--- config.mk ---
export PLATFORM = sky130hd
export DESIGN_NAME = sio_cfg_port
export DESIGN_NICKNAME = d
export VERILOG_FILES = /design/src/rtl/sio_cfg_pkg.sv /design/src/rtl/sio_addr_decode.sv /design/src/rtl/sio_key_fsm.sv /design/src/rtl/sio_cfg_regs.sv /design/src/rtl/sio_cfg_port.sv
export SDC_FILE = /design/constraint.sdc
export NUM_CORES = 1
export LEC_CHECK = 0
export BUFFER_PORTS_ARGS = -buffer_cell sky130_fd_sc_hd__clkbuf_2
export CAP_MARGIN = 10
export CORE_MARGIN = 2
export CORE_UTILIZATION = 49
export CTS_CLUSTER_SIZE = 40
export DETAILED_ROUTE_END_ITERATION = 6
export PLACE_DENSITY = 0.9
export SLEW_MARGIN = 25
export SYNTH_ARGS = -nofsm -noshare
export SYNTH_HDL_FRONTEND = slang
export SYNTH_HIERARCHICAL = 1
export SYNTH_SLANG_ARGS = --single-unit
--- constraint.sdc ---
create_clock -name clk -period 4.4 [get_ports clk]
set_input_delay 0.88 -clock clk [delete_from_list [all_inputs] [get_ports clk]]
set_output_delay 0.88 -clock clk [all_outputs]
set_load 0.1 [all_outputs]
--- src/rtl/sio_cfg_pkg.sv ---
package sio_cfg_pkg;

    // Lock/unlock state machine states
    typedef enum logic [2:0] {
        KS_LOCKED,
        KS_KEY1,
        KS_KEY2,
        KS_KEY3,
        KS_OPEN
    } key_state_e;

    // Decoded host access strobes
    typedef struct packed {
        logic idx_wr;
        logic idx_rd;
        logic dat_wr;
        logic dat_rd;
    } host_acc_t;

    // Unlock key, matched in order on the index port
    localparam logic [7:0] KEY_B0 = 8'h87;
    localparam logic [7:0] KEY_B1 = 8'h01;
    localparam logic [7:0] KEY_B2 = 8'h55;
    localparam logic [7:0] KEY_B3 = 8'h55;

    // Exit command: this index, then this value on the data port
    localparam logic [7:0] EXIT_IDX = 8'h02;
    localparam logic [7:0] EXIT_VAL = 8'h02;

    // Global register indices
    localparam logic [7:0] IDX_LDN   = 8'h07;
    localparam logic [7:0] IDX_ID_HI = 8'h20;
    localparam logic [7:0] IDX_ID_LO = 8'h21;
    localparam logic [7:0] IDX_REV   = 8'h22;

    // First index that is banked per logical device
    localparam logic [7:0] IDX_BANK_LO = 8'h30;

    // Value returned when nothing is decoded or the port is locked
    localparam logic [7:0] IDLE_READ = 8'hFF;

endpackage

--- src/rtl/sio_addr_decode.sv ---
module sio_addr_decode
    import sio_cfg_pkg::*;
#(
    parameter int                ADDR_W = 16,
    parameter logic [ADDR_W-1:0] BASE   = 16'h002E
) (
    input  logic [ADDR_W-1:0] addr,
    input  logic              wr,
    input  logic              rd,
    output host_acc_t         acc
);

    localparam logic [ADDR_W-1:0] DATA_ADDR = ADDR_W'(BASE + 1);

    logic hit_idx;
    logic hit_dat;

    always_comb begin
        hit_idx    = (addr == BASE);
        hit_dat    = (addr == DATA_ADDR);
        acc.idx_wr = hit_idx & wr;
        acc.idx_rd = hit_idx & rd;
        acc.dat_wr = hit_dat & wr;
        acc.dat_rd = hit_dat & rd;
    end

endmodule

--- src/rtl/sio_key_fsm.sv ---
module sio_key_fsm
    import sio_cfg_pkg::*;
(
    input  logic       clk,
    input  logic       rst_n,
    input  host_acc_t  acc,
    input  logic [7:0] wdata,
    input  logic [7:0] cur_index,
    output logic       cfg_open
);

    key_state_e state;
    key_state_e state_nxt;

    // A wrong key byte re-arms on the first key byte, otherwise it restarts
    function automatic key_state_e miss_target(input logic [7:0] b);
        return (b == KEY_B0) ? KS_KEY1 : KS_LOCKED;
    endfunction

    // State register
    always_ff @(posedge clk) begin
        if (!rst_n) state <= KS_LOCKED;
        else        state <= state_nxt;
    end

    // Transitions
    always_comb begin
        state_nxt = state;
        unique case (state)
            KS_LOCKED: begin
                if (acc.idx_wr && wdata == KEY_B0) state_nxt = KS_KEY1;
            end
            KS_KEY1: begin
                if (acc.idx_wr)
                    state_nxt = (wdata == KEY_B1) ? KS_KEY2 : miss_target(wdata);
            end
            KS_KEY2: begin
                if (acc.idx_wr)
                    state_nxt = (wdata == KEY_B2) ? KS_KEY3 : miss_target(wdata);
            end
            KS_KEY3: begin
                if (acc.idx_wr)
                    state_nxt = (wdata == KEY_B3) ? KS_OPEN : miss_target(wdata);
            end
            KS_OPEN: begin
                if (acc.dat_wr && cur_index == EXIT_IDX && wdata == EXIT_VAL)
                    state_nxt = KS_LOCKED;
            end
            default: state_nxt = KS_LOCKED;
        endcase
    end

    // Outputs
    always_comb begin
        cfg_open = (state == KS_OPEN);
    end

endmodule

--- src/rtl/sio_cfg_regs.sv ---
module sio_cfg_regs
    import sio_cfg_pkg::*;
#(
    parameter int          LDN_W    = 8,
    parameter logic [15:0] CHIP_ID  = 16'hC0DE,
    parameter logic [3:0]  CHIP_REV = 4'h3
) (
    input  logic             clk,
    input  logic             rst_n,
    input  host_acc_t        acc,
    input  logic [7:0]       wdata,
    input  logic             cfg_open,
    input  logic [7:0]       dev_rdata,
    output logic [7:0]       index_q,
    output logic [LDN_W-1:0] ldn_q,
    output logic [7:0]       host_rdata,
    output logic             dev_wr,
    output logic             dev_rd,
    output logic [7:0]       dev_idx,
    output logic [7:0]       dev_wdata
);

    logic       banked;
    logic [7:0] ldn_byte;

    // Index register: cleared whenever the port is locked
    always_ff @(posedge clk) begin
        if (!rst_n || !cfg_open) index_q <= 8'h00;
        else if (acc.idx_wr)     index_q <= wdata;
    end

    // Logical device selector: kept across lock and unlock
    always_ff @(posedge clk) begin
        if (!rst_n)
            ldn_q <= '0;
        else if (cfg_open && acc.dat_wr && index_q == IDX_LDN)
            ldn_q <= wdata[LDN_W-1:0];
    end

    // Downstream register bus
    always_comb begin
        banked    = (index_q >= IDX_BANK_LO);
        dev_wr    = cfg_open & acc.dat_wr & banked;
        dev_rd    = cfg_open & acc.dat_rd & banked;
        dev_idx   = index_q;
        dev_wdata = wdata;
    end

    // Host read path
    always_comb begin
        ldn_byte              = 8'h00;
        ldn_byte[LDN_W-1:0]   = ldn_q;
        host_rdata            = IDLE_READ;
        if (cfg_open && acc.idx_rd) begin
            host_rdata = index_q;
        end else if (cfg_open && acc.dat_rd) begin
            if (banked) begin
                host_rdata = dev_rdata;
            end else begin
                case (index_q)
                    IDX_LDN:   host_rdata = ldn_byte;
                    IDX_ID_HI: host_rdata = CHIP_ID[15:8];
                    IDX_ID_LO: host_rdata = CHIP_ID[7:0];
                    IDX_REV:   host_rdata = {4'h0, CHIP_REV};
                    default:   host_rdata = 8'h00;
                endcase
            end
        end
    end

endmodule

--- src/rtl/sio_cfg_port.sv ---
module sio_cfg_port
    import sio_cfg_pkg::*;
#(
    parameter int                ADDR_W   = 16,
    parameter logic [ADDR_W-1:0] BASE     = 16'h002E,
    parameter int                LDN_W    = 8,
    parameter logic [15:0]       CHIP_ID  = 16'hC0DE,
    parameter logic [3:0]        CHIP_REV = 4'h3
) (
    input  logic              clk,
    input  logic              rst_n,
    input  logic [ADDR_W-1:0] host_addr,
    input  logic              host_wr,
    input  logic              host_rd,
    input  logic [7:0]        host_wdata,
    output logic [7:0]        host_rdata,
    output logic              cfg_open,
    output logic [LDN_W-1:0]  dev_ldn,
    output logic [7:0]        dev_idx,
    output logic              dev_wr,
    output logic              dev_rd,
    output logic [7:0]        dev_wdata,
    input  logic [7:0]        dev_rdata
);

    host_acc_t  acc;
    logic [7:0] index_q;

    sio_addr_decode #(
        .ADDR_W (ADDR_W),
        .BASE   (BASE)
    ) u_dec (
        .addr (host_addr),
        .wr   (host_wr),
        .rd   (host_rd),
        .acc  (acc)
    );

    sio_key_fsm u_fsm (
        .clk       (clk),
        .rst_n     (rst_n),
        .acc       (acc),
        .wdata     (host_wdata),
        .cur_index (index_q),
        .cfg_open  (cfg_open)
    );

    sio_cfg_regs #(
        .LDN_W    (LDN_W),
        .CHIP_ID  (CHIP_ID),
        .CHIP_REV (CHIP_REV)
    ) u_regs (
        .clk        (clk),
        .rst_n      (rst_n),
        .acc        (acc),
        .wdata      (host_wdata),
        .cfg_open   (cfg_open),
        .dev_rdata  (dev_rdata),
        .index_q    (index_q),
        .ldn_q      (dev_ldn),
        .host_rdata (host_rdata),
        .dev_wr     (dev_wr),
        .dev_rd     (dev_rd),
        .dev_idx    (dev_idx),
        .dev_wdata  (dev_wdata)
    );

endmodule

# Yosys cells after proc, flatten, opt, wreduce, memory -nomap -nowiden
# Cells that the tools add are included.
# op_classes
muxes	14
reduce_logical	12
n_eq_ne	20
order_cmp	1
n_bitwise	8
# ops
cell	count
16-bit by 6-bit equality test with 1-bit output, second input constant	2
8-bit one-hot mux with 4 select lines	1
8-bit by 6-bit equality test with 1-bit output, second input constant	3
3-bit 2-to-1 mux	8
8-bit 2-to-1 mux	3
8-bit by 2-bit equality test with 1-bit output, second input constant	2
3-bit one-hot mux with 5 select lines	1
1-bit bitwise AND	8
8-bit by 1-bit equality test with 1-bit output, second input constant	1
8-bit by 3-bit equality test with 1-bit output, second input constant	1
8-bit by 7-bit equality test with 1-bit output, second input constant	1
8-bit equality test, second input constant	1
8-bit by 6-bit >= comparator with 1-bit output, second input constant	1
2-bit by 1-bit != test with 1-bit output, second input constant	4
1-bit logical AND	7
3-bit by 2-bit equality test with 1-bit output, second input constant	2
5-bit AND reduction	1
3-bit by 1-bit equality test with 1-bit output, second input constant	1
3-bit equality test, second input constant	1
3-bit logical NOT	1
1-bit logical NOT	2
2-bit != test, second input constant	1
1-bit logical OR	1
1-bit 2-to-1 mux	1
# word_totals
reg_bits	19
out_inout_bits	35

# Longest topological paths before layout
# depth
word_depth	6
mapped_depth	7
mapped_depth_nobuf	7

# Cells and area by module
# The synthesis kept the hierarchy.
# by_module_without_submodules
module	area_each_um2	n_inst	cells_per_inst
sio_cfg_regs	1052.3	1	129
sio_key_fsm	262.8	1	31
sio_addr_decode	83.8	1	11

# Least setup slack after synthesis
# No wires, ideal clock.
# synth_path
path_type	register -> output
start	reg u_regs.index_q[1] (netlist: u_regs/dev_idx[1])
end	out host_rdata[0]
slack_ns	-0.075
n_path_buf	3
required_time_ns	3.520
t_arrival_ns	3.595
stages_incl_launch_ff	7
cell_sequence	dfxtp_1 > clkbuf_2 > and4b_1 > clkbuf_2 > buf_2 > nand3_1 > a31oi_1
# synth_between
elab_chain_cells	5
word_cells_on_any_way	9
classes_between	order compare: 1; eq/ne: 4; mux: 4
# synth_rtl
item	line_no	text
from (decl)	sio_cfg_regs.sv:14	output logic [7:0] index_q,
from (signal assigned)	sio_cfg_regs.sv:29	else if (acc.idx_wr) index_q <= wdata;
parallel branches: the longest is 2 deep, another holds 8-bit by 6-bit >= comparator with 1-bit output	--	
8-bit 2-to-1 mux *	sio_cfg_regs.sv:57	if (banked) begin
8-bit 2-to-1 mux *	sio_cfg_regs.sv:56	end else if (cfg_open && acc.dat_rd) begin
8-bit 2-to-1 mux *	sio_cfg_regs.sv:54	if (cfg_open && acc.idx_rd) begin
to (decl)	sio_cfg_port.sv:16	output logic [7:0] host_rdata,
# Mark *: on every way between the ends.

==> results.ini <==
[run_status]
status=finished, final reports clean

[yosys]
synth_ff_type=dfxtp_1
synth-simple-area-share=0.319
yosysTopAreaCell=dfxtp_1
syn_nets=207
avgSynthCellArea_um2=8.18
synthMuxAreaShare=0.0572
synth-xor-area-share=0.00626
synthAdderAreaFrac=0
async_flop_share=0
synth_compound_area_frac=0.211
syn_area_um2=1400
synth_top_family_by_area=simple AND/OR/NAND/NOR gates
ys_warn_count=6
yosysUniqueCellTypes=47
synth_edf_count=0
syn_inst=171
synth_top_area_share=0.272
synth-seq-cells=19
synthTopCellsByArea=dfxtp_1, buf_4, a21oi_1, mux2i_1, nor2_1
yosysSeqAreaShare=0.272

[global_routing]
grt-ovfl-total=0
antenna_found_initial=0
grt_max_degree=21
grtUsageTotal=0.235
first_global_vias=1449
grt_pass1_wl_mm=6.26

[die]
num_rows=19
die_area_um2=3300
die_y_um=57.4
io_pins=71
core_um2=2730
start_util=0.512
die_w_um=57.4

[cells_and_area]
drive_gt1_frac=0.403
fin_nets=258
syn2layout_area_growth_pct=19.5
num_antenna_cells=0

[power_and_ir_drop]
swShare=0.309
p_switching_uw=100
p_clk_frac=0.278
power.density_nw_per_um2=193
p_int_uw=223
peakVddDrop_mv=0.187
seqPwrFrac=0.532
comb_power_share=0.191
p_leak_uw=0.000692

[cts]
cts_tree=done
cts_setup_buffers=0
cts_hold_buf=0
clk_path_buf_depth=2
cts_resized=0
h-tree-depth=1
cts.sink_count=19
cts_buffers=3
clkTransAtPathRegs_ns=0.10
insertion_delay_ns=0.31
cts-root-buf=clkbuf_4

[timing]
tightest_slew_ns=0.576
clock_skew_ns=0.00314
slew_headroom=0.616
fmax_ghz=0.273
final.min_clock_period_ns=3.66
finalSetupViolations=0
finalSetupTns_ns=0
hold_viol=0
final_max_slew_viol_count=0
setup_ws_ns=0.743
rsz0062_at_grt=false
min_period_over_period=0.831

[route]
drcViolationCount=0
dr.pass1.iters=4
drt-initial-drc-count=91
via_per_inst=6.21
vias=1566
antenna_left=0
wl_per_cell_um=15.7
routed_wl_mm=3.95

[placement]
gp_congestion=0.836
place.detailed.hpwl_mm=2.92
port_buffers=70
place_ws_ns=0.727

[job]
timing.max_cap.violations=0

[setup_path]
crit_path_end_kind=output pin
crit_fanout=6
worstPathRequired_ns=3.52
crit_type=input pin to output pin
cp_data_arrival_time_ns=2.78
start_kind=input pin

[hold_path]
min_path_type=flip-flop to flip-flop

cells in the mapped netlist, types with 3 or more instances:
cell / instances
nor3b_1: 4
mux2i_1: 8
o31ai_1: 8
dfxtp_1: 19
buf_4: 17
a32oi_1: 5
buf_2: 4
inv_1: 3
a21oi_1: 18
nor2_1: 21
nand2_1: 6
nand4_1: 11
nand3_1: 3
critical path, stage by stage:
cell	delay [ns]
clkbuf_2	0.09
nor4b_2	0.26
nand4_1	0.21
nor3b_1	0.29
nand3b_1	0.26
a41oi_1	0.11
a21oi_1	0.19
clkbuf_2	0.47
cell families after synthesis:
group	after synthesis
flops	19
simple gates	71
buf+inv	29
compound gates	43
xor+xnor	1
mux	8
final timing paths:
kind | startpoint | end | slack [ns] | cells past startpoint
worst max-delay path | host_addr[7] | host_rdata[4] | 0.74 | 8
worst min-delay path | u_regs/ldn_q[2]$_SDFFE_PN0P_ | u_regs/ldn_q[2]$_SDFFE_PN0P_ | 0.51 | 2
worst max register to register | u_regs/dev_idx[1]$_SDFFE_PP0P_ | u_regs/ldn_q[4]$_SDFFE_PN0P_ | 2.79 | 3
worst min register to register | u_regs/ldn_q[2]$_SDFFE_PN0P_ | u_regs/ldn_q[2]$_SDFFE_PN0P_ | 0.51 | 2
power by group through the flow:
stage	clock network (uW)	logic, uW	registers, uW
detailed placement	0	61.4	176
floorplan	0	41.0	176
CTS	91.8	61.7	172
global route	99.1	64.5	172
finish	89.7	61.7	172
global placement	0	60.5	176
cell type report:
type | instances | area [um2]
Clock buffer | 3 | 22.5
Timing Repair Buffer | 72 | 365
Clock inverter | 1 | 5.00
Multi-Input combinational cell | 123 | 848
Fill cell | 237 | 1060
Tap cell | 31 | 38.8
Sequential cell | 19 | 380
Inverter | 3 | 11.3
sequential cells by signal, summed over array words and instances, names as in the netlist:
signal          flops
u_regs/dev_idx      8
u_regs/ldn_q        8
u_fsm/state         3
through the flow:
step	power (uW)	instance area [um2]	util	instances	hold WS [ns]
after global routing	336	1670	0.611	252	0.539
after global placement	236	1640	0.601	248	0.478
after floorplan	217	1410	-	171	0.498
after detailed placement	237	1640	0.601	248	0.486
after CTS	325	1670	0.611	252	0.501
final	323	1670	0.611	252	0.507
per-layer routing:
layer | part of all wire | vias to the layer above | track usage
met5 | 0 | - | 0
met4 | 0.014 | 0 | 0.0963
met1 | 0.41 | 720 | 0.296
met3 | 0.099 | 7 | 0.0272
li1 | - | 739 | -
met2 | 0.48 | 100 | 0.403
cell usage in the layout (no fill, tap or decap), drive strengths merged, types with 2 or more instances in the layout:
master and n:
a21oi 18, a31oi 2, a32oi 5, and2 3, and4bb 2, buf 2, clkbuf 73, dfxtp 19
inv 3, mux2i 8, nand2 6, nand2b 2, nand3 4, nand3b 2, nand4 11, nand4b 2
nor2 21, nor2b 2, nor3 2, nor3b 4, nor4 3, nor4b 3, o31ai 8
No activity file was read; power rests on OpenSTA's default activity.
